[src/rtl/duo_dac_pkg.sv]
package duo_dac_pkg;

    localparam int CTRL_W = 8;
    localparam int NUM_CH = 2;

    // control byte, MSB is the first bit shifted in
    typedef struct packed {
        logic [2:0] spare_hi;
        logic       sleep_b;
        logic       sleep_a;
        logic       spare_lo;
        logic       load_b;
        logic       load_a;
    } ctrl_t;

    // synchronised port events in the system clock domain
    typedef struct packed {
        logic sclk_rise;
        logic cs_rise;
        logic cs_fall;
        logic cs_active;
        logic din;
    } port_ev_t;

    function automatic logic ch_load(ctrl_t c, int ch);
        return (ch == 0) ? c.load_a : c.load_b;
    endfunction

    function automatic logic ch_sleep(ctrl_t c, int ch);
        return (ch == 0) ? c.sleep_a : c.sleep_b;
    endfunction

endpackage

[src/rtl/duo_dac_sync.sv]
module duo_dac_sync
    import duo_dac_pkg::*;
#(
    parameter int STAGES = 2
) (
    input  logic     clk,
    input  logic     rst,
    input  logic     sclk_i,
    input  logic     csn_i,
    input  logic     din_i,
    output port_ev_t ev_o
);
    // bit order {sclk, csn, din}; idle has select high
    localparam logic [2:0] IDLE = 3'b010;

    logic [2:0] chain [STAGES];
    logic       sclk_prev;
    logic       csn_prev;

    genvar g;
    generate
        for (g = 0; g < STAGES; g++) begin : g_stage
            always_ff @(posedge clk) begin
                if (rst) begin
                    chain[g] <= IDLE;
                end else if (g == 0) begin
                    chain[g] <= {sclk_i, csn_i, din_i};
                end else begin
                    chain[g] <= chain[(g == 0) ? 0 : g - 1];
                end
            end
        end
    endgenerate

    always_ff @(posedge clk) begin
        if (rst) begin
            sclk_prev <= IDLE[2];
            csn_prev  <= IDLE[1];
        end else begin
            sclk_prev <= chain[STAGES-1][2];
            csn_prev  <= chain[STAGES-1][1];
        end
    end

    always_comb begin
        ev_o.sclk_rise = chain[STAGES-1][2] & ~sclk_prev;
        ev_o.cs_rise   = chain[STAGES-1][1] & ~csn_prev;
        ev_o.cs_fall   = ~chain[STAGES-1][1] & csn_prev;
        ev_o.cs_active = ~chain[STAGES-1][1];
        ev_o.din       = chain[STAGES-1][0];
    end

endmodule

[src/rtl/duo_dac_shifter.sv]
module duo_dac_shifter
    import duo_dac_pkg::*;
#(
    parameter int FRAME_W = 16,
    parameter int CNT_W   = 5
) (
    input  logic               clk,
    input  logic               rst,
    input  port_ev_t           ev_i,
    output logic [FRAME_W-1:0] frame_o,
    output logic [CNT_W-1:0]   bit_cnt_o,
    output logic               frame_ok_o
);
    localparam logic [CNT_W-1:0] CNT_FULL = CNT_W'(FRAME_W);
    localparam logic [CNT_W-1:0] CNT_SAT  = CNT_W'(FRAME_W + 1);

    logic             take_bit;
    logic [CNT_W-1:0] cnt_next;

    assign take_bit = ev_i.sclk_rise & ev_i.cs_active;
    assign cnt_next = (bit_cnt_o == CNT_SAT) ? CNT_SAT : bit_cnt_o + 1'b1;

    always_ff @(posedge clk) begin
        if (rst) begin
            frame_o   <= '0;
            bit_cnt_o <= '0;
        end else begin
            if (take_bit) begin
                frame_o <= {frame_o[FRAME_W-2:0], ev_i.din};
            end
            if (ev_i.cs_fall) begin
                bit_cnt_o <= take_bit ? CNT_W'(1) : '0;
            end else if (take_bit) begin
                bit_cnt_o <= cnt_next;
            end
        end
    end

    assign frame_ok_o = (bit_cnt_o == CNT_FULL);

endmodule

[src/rtl/duo_dac_regs.sv]
module duo_dac_regs
    import duo_dac_pkg::*;
#(
    parameter int DATA_W = 8
) (
    input  logic                          clk,
    input  logic                          rst,
    input  logic                          apply_i,
    input  ctrl_t                         ctrl_i,
    input  logic [DATA_W-1:0]             data_i,
    output logic [NUM_CH-1:0][DATA_W-1:0] code_o,
    output logic [NUM_CH-1:0][DATA_W-1:0] drive_o,
    output logic [NUM_CH-1:0]             sleep_o
);
    genvar ch;
    generate
        for (ch = 0; ch < NUM_CH; ch++) begin : g_ch
            always_ff @(posedge clk) begin
                if (rst) begin
                    code_o[ch]  <= '0;
                    sleep_o[ch] <= 1'b0;
                end else if (apply_i) begin
                    if (ch_load(ctrl_i, ch)) begin
                        code_o[ch] <= data_i;
                    end
                    sleep_o[ch] <= ch_sleep(ctrl_i, ch);
                end
            end

            always_comb begin
                drive_o[ch] = sleep_o[ch] ? '0 : code_o[ch];
            end
        end
    endgenerate

endmodule

[src/rtl/duo_dac_ctrl.sv]
module duo_dac_ctrl
    import duo_dac_pkg::*;
#(
    parameter int DATA_W      = 8,
    parameter int SYNC_STAGES = 2
) (
    input  logic              clk,
    input  logic              rst,
    input  logic              sclk_i,
    input  logic              csn_i,
    input  logic              din_i,
    output logic [DATA_W-1:0] code_a_o,
    output logic [DATA_W-1:0] code_b_o,
    output logic [DATA_W-1:0] drive_a_o,
    output logic [DATA_W-1:0] drive_b_o,
    output logic              off_a_o,
    output logic              off_b_o
);
    localparam int FRAME_W = CTRL_W + DATA_W;
    localparam int CNT_W   = $clog2(FRAME_W + 2);

    port_ev_t                       ev;
    logic [FRAME_W-1:0]             frame_w;
    logic [CNT_W-1:0]               bit_cnt;
    logic                           frame_ok;
    logic                           apply;
    logic                           cs_rise;
    logic                           cs_fall;
    ctrl_t                          ctrl;
    logic [NUM_CH-1:0][DATA_W-1:0]  code;
    logic [NUM_CH-1:0][DATA_W-1:0]  drive;
    logic [NUM_CH-1:0]              sleep;

    duo_dac_sync #(.STAGES(SYNC_STAGES)) u_sync (
        .clk    (clk),
        .rst    (rst),
        .sclk_i (sclk_i),
        .csn_i  (csn_i),
        .din_i  (din_i),
        .ev_o   (ev)
    );

    duo_dac_shifter #(.FRAME_W(FRAME_W), .CNT_W(CNT_W)) u_shift (
        .clk        (clk),
        .rst        (rst),
        .ev_i       (ev),
        .frame_o    (frame_w),
        .bit_cnt_o  (bit_cnt),
        .frame_ok_o (frame_ok)
    );

    assign cs_rise = ev.cs_rise;
    assign cs_fall = ev.cs_fall;
    assign apply   = cs_rise & frame_ok;
    assign ctrl    = ctrl_t'(frame_w[FRAME_W-1:DATA_W]);

    duo_dac_regs #(.DATA_W(DATA_W)) u_regs (
        .clk     (clk),
        .rst     (rst),
        .apply_i (apply),
        .ctrl_i  (ctrl),
        .data_i  (frame_w[DATA_W-1:0]),
        .code_o  (code),
        .drive_o (drive),
        .sleep_o (sleep)
    );

    assign code_a_o  = code[0];
    assign code_b_o  = code[1];
    assign drive_a_o = drive[0];
    assign drive_b_o = drive[1];
    assign off_a_o   = sleep[0];
    assign off_b_o   = sleep[1];

endmodule

[config.mk]
export PLATFORM = sky130hd
export DESIGN_NAME = duo_dac_ctrl
export DESIGN_NICKNAME = d
export VERILOG_FILES = /design/src/rtl/duo_dac_pkg.sv /design/src/rtl/duo_dac_sync.sv /design/src/rtl/duo_dac_shifter.sv /design/src/rtl/duo_dac_regs.sv /design/src/rtl/duo_dac_ctrl.sv
export SDC_FILE = /design/constraint.sdc
export NUM_CORES = 1
export LEC_CHECK = 0
export ABC_AREA = 1
export BUFFER_PORTS_ARGS = -buffer_cell sky130_fd_sc_hd__buf_4
export CAP_MARGIN = 20
export CORE_MARGIN = 2
export CORE_UTILIZATION = 50
export DETAILED_ROUTE_END_ITERATION = 8
export PLACE_DENSITY_LB_ADDON = 0.15
export SYNTH_ARGS = -nofsm -noshare
export SYNTH_HDL_FRONTEND = slang
export SYNTH_HIERARCHICAL = 1
export SYNTH_SLANG_ARGS = --single-unit
[constraint.sdc]
create_clock -name clk -period 2.8 [get_ports clk]
set_clock_uncertainty 0.05 [all_clocks]
set_input_delay 0.28 -clock clk [delete_from_list [all_inputs] [get_ports clk]]
set_output_delay 0.28 -clock clk [all_outputs]
set_load 0.03 [all_outputs]
==> results.cfg, run 1 <==
[status]
status = finished, final reports clean

[timing]
finalSetupViolCount = 0
fmax_mhz = 607
finalMaxSlewViolations = 0
hold_viol = 0
period_minus_slack_ps = 1650
slew-limit-headroom_pct = 66.7
rsz0062_at_grt = false
worst_pin_slew_ps = 498
tns_ps = 0
period_share_pct = 58.8

[synthesis]
netlist_area_um2 = 1840
syn_inst = 269
yosysWarningCount = 6
avgSynthCellArea_um2 = 6.84
syn-num-nets = 277

[floorplan]
fp.dieH_um = 64.7
fp.dieW_um = 64.7
io_pins = 39
start_util_pct = 51.0
die_area_um2 = 4180
core.rowCount = 22
core_um2 = 3610

[min_path]
hp-class = in -> reg

[placement]
portBuffers = 38
hpwl_mm = 2.45
gp_congestion = 0.754

[global_route]
antenna_found_initial = 0
grt_pass1_vias = 1423
grt_pass1_wl_mm = 6.16
grt_overflow = 0
grt_usage_pct = 19.2
grt_max_degree = 19

[critical_path]
crit_family = simple AND/OR/NAND/NOR gates
crit_fanout = 16
start_kind = register
setup.worst_path.end_class = register
path_buf_inv = 2
path_class = reg -> reg
worst_path_max_delay_cell = dfxtp_1
cpPeakStageDelay_ps = 390
arrival_ps = 1790
cp_cell_sequence = inv_1 -> ha_1 -> nand2_1 -> nor2_1 -> nand2_1 -> inv_1 -> nand2_1 -> nand2_1 -> nand2_1 -> nor2_1
crit_top_cell = nand2_1
cp.required_ps = 2940

[clock_network]
cts_resized = 0
cts_root_buffer = clkbuf_8
numCtsBuffers = 5
cts_tree = built
htree_levels = 2
insertion_delay_ps = 290
clk_path_buf_depth = 2
cts_setup_buffers = 0
cts_num_sinks = 44
holdBufCountCts = 0
clk_pin_slew_worst_paths_ps = 80

[pwr]
power_switching_uw = 228
ir_worst_vdd_mv = 0.311
power_frac_clock_pct = 45.3
p_leak_uw = 0.00123
p_sw_share_pct = 18.6
cellPowerDensity_nw_per_um2 = 546
p_int_uw = 995
seqPwrFrac_pct = 52.1
combPwrFrac_pct = 2.7

[route]
vias = 1603
avgViaCountPerCell = 4.55
ant_nets = 0
routed_wl_mm = 3.49
drc = 0
avgRoutedWirePerCell_um = 9.92
dr.pass1.iters = 4
first_iter_violations = 78

[job]
drv_cap = 0

[final_layout]
n_antenna_cell = 0
nets = 312
utilization_pct = 62.1
area_growth_pct = 21.8
drive_gt1_share_pct = 17.8
==> path summary, 6_finish.rpt <==
check | start | to | slack [ps] | cells after the start
hold reg to reg | u_sync/chain[0][0]$_SDFF_PP0_ | u_sync/chain[1][0]$_SDFF_PP0_ | 350 | 2
setup / recovery | u_shift/bit_cnt_o[0]$_SDFFE_PP0P_ | u_regs/code_o[11]$_SDFFE_PP0P_ | 1150 | 10
setup reg to reg | u_shift/bit_cnt_o[0]$_SDFFE_PP0P_ | u_regs/code_o[11]$_SDFFE_PP0P_ | 1150 | 10
hold / removal | csn_i | u_sync/chain[0][1]$_SDFF_PP1_ | 110 | 3
==> worst register-to-register path: stages, from the launching register on <==
cell and delay [ps]:
dfxtp_1 390, inv_1 90, ha_1 190, nand2_1 60, nor2_1 30, nand2_1 50
inv_1 70, nand2_1 380, nand2_1 100, nand2_1 70, nor2_1 60
==> flip-flops by register name, indices dropped and copies added (netlist names) <==
name / count
u_regs/code_o: 16
u_sync/chain: 6
u_shift/frame_o: 13
u_sync/sclk_prev: 1
u_shift/bit_cnt_o: 5
u_regs/sleep_o: 2
u_sync/csn_prev: 1
==> cell type report <==
| class | instances | area (µm²) |
|---|---|---|
| flip-flops and latches | 44 | 881 |
| repair buffers | 38 | 285 |
| fillers | 360 | 1370 |
| clock inverters | 2 | 60.1 |
| multi-input cells | 176 | 739 |
| well taps | 48 | 60.1 |
| inverters | 39 | 146 |
| clock buffers | 5 | 68.8 |
==> per-stage QoR <==
step                      std cells  setup slack (ps)  cell area [µm²]  total power (µW)  hold WS [ps]
final                           352              1150             2240              1220           115
after global routing            352               933             2240              1260           107
after CTS                       352              1120             2240              1230           104
after detailed placement        345              1140             2110               684           342
after global placement          345              1200             2110               683           339
after floorplan                 269              1380             1840               675           299
==> metal layers <==
layer / vias to the layer above / wire (µm) / GRT usage (%) / share of wire, %
li1: 862 / - / - / -
met4: 0 / 64 / 7.98 / 1.8
met2: 50 / 1460 / 31.4 / 42
met5: - / 0 / 0 / 0
met3: 5 / 240 / 5.38 / 6.9
met1: 686 / 1730 / 23.9 / 50
==> power groups by stage <==
stage / clock (µW) / sequential (µW) / combinational (µW)
finish: 554 / 637 / 32.6
global route: 589 / 637 / 38.2
CTS: 563 / 636 / 33.0
detailed placement: 0 / 651 / 32.7
global placement: 0 / 651 / 32.2
floorplan: 0 / 650 / 24.8
==> layout by cell type (no fill, tap or decap), types with 2 or more instances in the layout <==
cell type and count:
inv_2 5, inv_1 33, a21oi_1 4, nand3_1 4, buf_4 38, dfxtp_1 44, nand2_2 2, o21ai_0 16
nor2_1 92, bufinv_16 2, nand2_1 49, ha_1 3, clkbuf_8 5
Note: power is estimated with default switching activity, not from simulation.
==> run 2, diff against run 1 <==
Settings changed: CORE_UTILIZATION 50 to 48.
Clock period 2.8 ns to 1.4 ns, I/O delays scaled along.
==> results.cfg, run 2 (same netlist as run 1, synthesis figures left out) <==
[status]
status = finished, final reports clean

[placement]
gp_congestion = 0.809
hpwl_mm = 2.71
portBuffers = 38
dp_cells = 357

[global_route]
grt_overflow = 0
antenna_found_initial = 0
grt_max_degree = 17
grt_pass1_vias = 1385
grt_usage_pct = 18.5
grt_pass1_wl_mm = 6.13

[route]
avgViaCountPerCell = 4.52
first_iter_violations = 129
vias = 1651
ant_nets = 0
drc = 0
routed_wl_mm = 3.75
avgRoutedWirePerCell_um = 10.3
dr.pass1.iters = 4

[clock_network]
clk_path_buf_depth = 2
cts_tree = built
clk_pin_slew_worst_paths_ps = 80
cts_setup_buffers = 0
numCtsBuffers = 5
cts_root_buffer = clkbuf_8
cts_num_sinks = 44
insertion_delay_ps = 290
htree_levels = 2

[pwr]
ir_worst_vdd_mv = 0.554
p_leak_uw = 0.00129
cellPowerDensity_nw_per_um2 = 923
p_total_uw = 2150

[critical_path]
cpPeakStageDelay_ps = 330
worst_path_max_delay_cell = dfxtp_2
crit_top_cell = nand2_1
path_buf_inv = 3
start_kind = register
crit_family = simple AND/OR/NAND/NOR gates
path_class = reg -> reg
arrival_ps = 1540
cp_cell_sequence = inv_2 -> ha_1 -> nand2_1 -> nor2_1 -> nand2_1 -> inv_2 -> nand2_2 -> buf_12 -> nand2_1 -> nand2_1 -> nor2_1
crit_fanout = 16
setup.worst_path.end_class = register
cp.required_ps = 1580

[final_layout]
largest_register = u_regs/code_o
drive_gt1_share_pct = 23.7
area_growth_pct = 26.7
largest_reg_flops = 16
nets = 324
n_antenna_cell = 0
layout_commonest_cell = nor2_1
n_fill_cell = 357
largestRegisters = u_regs/code_o (16), u_shift/frame_o (13), u_sync/chain (6)
utilization_pct = 63.7
regArea_um2 = 883
finalNonFillerCells = 365
multi_input_area_um2 = 757
layout_common_cells = nor2_1 (91), buf_4 (48), nand2_1 (45)

[timing]
period_share_pct = 96.9
rsz0062_at_grt = true
hold_viol = 0
finalMaxSlewViolations = 0
fmax_mhz = 737
period_minus_slack_ps = 1360
hold_ws_ps = 3.92
slew-limit-headroom_pct = 74.4
worst_pin_slew_ps = 383
tns_ps = 0
finalSetupViolCount = 0

[min_path]
hp-class = in -> reg

[floorplan]
core_um2 = 3660
die_area_um2 = 4340
fp.dieH_um = 65.9
core.rowCount = 22
io_pins = 39
fp.dieW_um = 65.9
start_util_pct = 50.2

[job]
drv_cap = 0
[run 2: where the power goes]
group | leakage [µW] | total, µW | internal [µW] | switching (µW)
Sequential | 0.000357 | 1270 | 1270 | 8.05
Clock | 0.0000445 | 805 | 401 | 404
Combinational | 0.000889 | 73.6 | 27.8 | 45.8
[run 2: path summary, 6_finish.rpt]
kind / start / to / slack (ps) / cells after the start
setup / recovery: u_shift/bit_cnt_o[0]$_SDFFE_PP0P_ / u_regs/code_o[5]$_SDFFE_PP0P_ / 40 / 11
hold / removal: din_i / u_sync/chain[0][0]$_SDFF_PP0_ / 4 / 3
setup reg to reg: u_shift/bit_cnt_o[0]$_SDFFE_PP0P_ / u_regs/code_o[5]$_SDFFE_PP0P_ / 40 / 11
hold reg to reg: u_sync/chain[0][0]$_SDFF_PP0_ / u_sync/chain[1][0]$_SDFF_PP0_ / 350 / 2
[run 2: worst register-to-register path, cell delays in order (launching register included)]
cell,delay [ps]
dfxtp_2,330
inv_2,60
ha_1,130
nand2_1,50
nor2_1,100
nand2_1,70
inv_2,100
nand2_2,70
buf_12,150
nand2_1,60
nand2_1,50
nor2_1,90
[run 2: stage by stage]
stage	instance area, µm²	setup WS (ps)
after global routing	2330	-32.9
after floorplan	1840	-17.9
after detailed placement	2230	37.8
after CTS	2330	22.3
after global placement	2230	65.1
final	2330	43.0
[run 2: area by class of cell]
type	count	share of cell area, %
Clock buffer	7	3.70
Clock inverter	1	0.322
Inverter	39	6.28
Multi-Input combinational cell	176	32.5
Sequential cell	44	37.9
Tap cell	48	2.58
Timing Repair Buffer	50	16.7
[run 2: timing repair]
item	4_1_cts	5_1_grt
gates resized for setup	0	11
setup endpoints to repair	0	18
hold buffers	1	0
endpoints found under the hold margin	1	0
[run 2: routing by layer]
metal / vias to the layer above / share of wire [%] / track usage, %
met5: - / 0 / 0
met4: 0 / 2.0 / 8.07
met3: 9 / 5.5 / 3.92
met2: 54 / 46 / 32.2
met1: 700 / 46 / 21.8
li1: 888 / - / -
==> run 3, diff against run 2 <==
Settings changed: CELL_PAD_IN_SITES_DETAIL_PLACEMENT from default to 1, CELL_PAD_IN_SITES_GLOBAL_PLACEMENT from default to 2, CORE_UTILIZATION 48 to 26.
==> results.cfg, run 3 (same netlist as run 1, synthesis figures left out) <==
[timing]
period_minus_slack_ps = 1380
hold_ws_ps = 32.4
finalSetupViolCount = 0
finalMaxSlewViolations = 0
fmax_mhz = 725
slew-limit-headroom_pct = 83.5
worst_pin_slew_ps = 248
hold_viol = 0
rsz0062_at_grt = true
period_share_pct = 98.5

[global_route]
grt_max_degree = 19
antenna_found_initial = 0
grt_usage_pct = 12.6
grt_pass1_wl_mm = 7.61
grt_overflow = 0
grt_pass1_vias = 1663

[final_layout]
nets = 328
postLayoutCellArea_um2 = 2560
layout_commonest_cell = nor2_1
largest_register = u_regs/code_o
n_antenna_cell = 0
area_growth_pct = 39.0
largestRegisters = u_regs/code_o (16), u_shift/frame_o (13), u_sync/chain (6)
drive_gt1_share_pct = 30.8
layout_common_cells = nor2_1 (85), buf_4 (48), dfxtp_1 (40)
largest_reg_flops = 16

[pwr]
ir_worst_vdd_mv = 0.366
p_leak_uw = 0.00133
cellPowerDensity_nw_per_um2 = 926

[min_path]
hp-class = in -> reg

[critical_path]
path_class = reg -> reg
arrival_ps = 1580
setup.worst_path.end_class = register
start_kind = register
cp.required_ps = 1600
crit_fanout = 8

[floorplan]
fp.dieW_um = 88.1
fp.dieH_um = 88.1
die_area_um2 = 7760
core_um2 = 6830
start_util_pct = 26.9
core.rowCount = 30
io_pins = 39

[job]
drv_cap = 0

[route]
ant_nets = 0
avgRoutedWirePerCell_um = 11.6
vias = 1700
routed_wl_mm = 4.84
avgViaCountPerCell = 4.08
first_iter_violations = 73
dr.pass1.iters = 3
drc = 0

[status]
status = finished, final reports clean

[clock_network]
clk_pin_slew_worst_paths_ps = 90
clk_path_buf_depth = 2
htree_levels = 2
cts_tree = built
cts_num_sinks = 44
numCtsBuffers = 5
insertion_delay_ps = 300
cts_root_buffer = clkbuf_8

[placement]
place_area_um2 = 2280
hpwl_mm = 3.36
portBuffers = 38
gp_congestion = 0.700
## run 3: area by class of cell
class | instances | area (µm²)
inverter | 39 | 146
sequential | 44 | 886
tap | 96 | 120
multi-input combinational | 176 | 835
clock inverter | 3 | 46.3
clock buffer | 5 | 68.8
fill | 887 | 4270
timing repair buffer | 54 | 455
## run 3: path summary, 6_finish.rpt
kind,from,endpoint,slack (ps),cells after the start
hold / removal,rst,u_sync/chain[1][0]$_SDFF_PP0_,30,2
setup reg to reg,u_shift/bit_cnt_o[1]$_SDFFE_PP0P_,u_regs/code_o[14]$_SDFFE_PP0P_,20,11
hold reg to reg,u_sync/chain[0][0]$_SDFF_PP0_,u_sync/chain[1][0]$_SDFF_PP0_,360,2
setup / recovery,u_shift/bit_cnt_o[1]$_SDFFE_PP0P_,u_regs/code_o[14]$_SDFFE_PP0P_,20,11
## run 3: report_power, final
group / internal (µW) / total (µW) / switching, µW / leakage [µW]
clock network: 538 / 1010 / 474 / 0.0000548
logic: 33.0 / 82.9 / 49.9 / 0.000918
registers: 1270 / 1270 / 8.60 / 0.000358
## run 3: per-stage QoR
step | utilization, % | worst slack [ps] | std cells | setup TNS [ps] | power, µW
2_1_floorplan | - | -17.9 | 269 | -71.7 | 1350
6_report | 37.4 | 20.4 | 417 | 0 | 2370
3_3_place_gp | 33.4 | 56.0 | 404 | 0 | 1380
3_5_place_dp | 33.4 | 29.6 | 404 | 0 | 1380
4_1_cts | 35.5 | 1.03 | 415 | 0 | 2420
5_1_grt | 37.4 | -83.5 | 417 | -902 | 2480
## run 3: worst max-delay path, stage by stage, from the launching register on
cell and delay (ps):
dfxtp_2 330, inv_2 80, ha_4 130, nand2_2 40, nor2_1 90, nand2_1 60
inv_2 90, nand2_4 70, clkbuf_16 170, nand2_2 50, nand2_1 40, nor2_1 100
## run 3: metal layers
layer  up-vias  global-route usage (%)  wire, µm
li1        898                       -         -
met1       764                    14.8      2270
met2        33                    22.4      2330
met3         5                    3.11       191
met4         0                    4.55        44
met5         -                       0         0
## run 3: timing repair
item                                   in CTS  in global routing
pin swaps                                   0                  7
endpoints found under the hold margin       3                  0
hold buffers                                3                  0
cloned                                      0                  1
buffers inserted                            0                  1
setup endpoints to repair                   8                 19
gates resized for setup                     1                 36
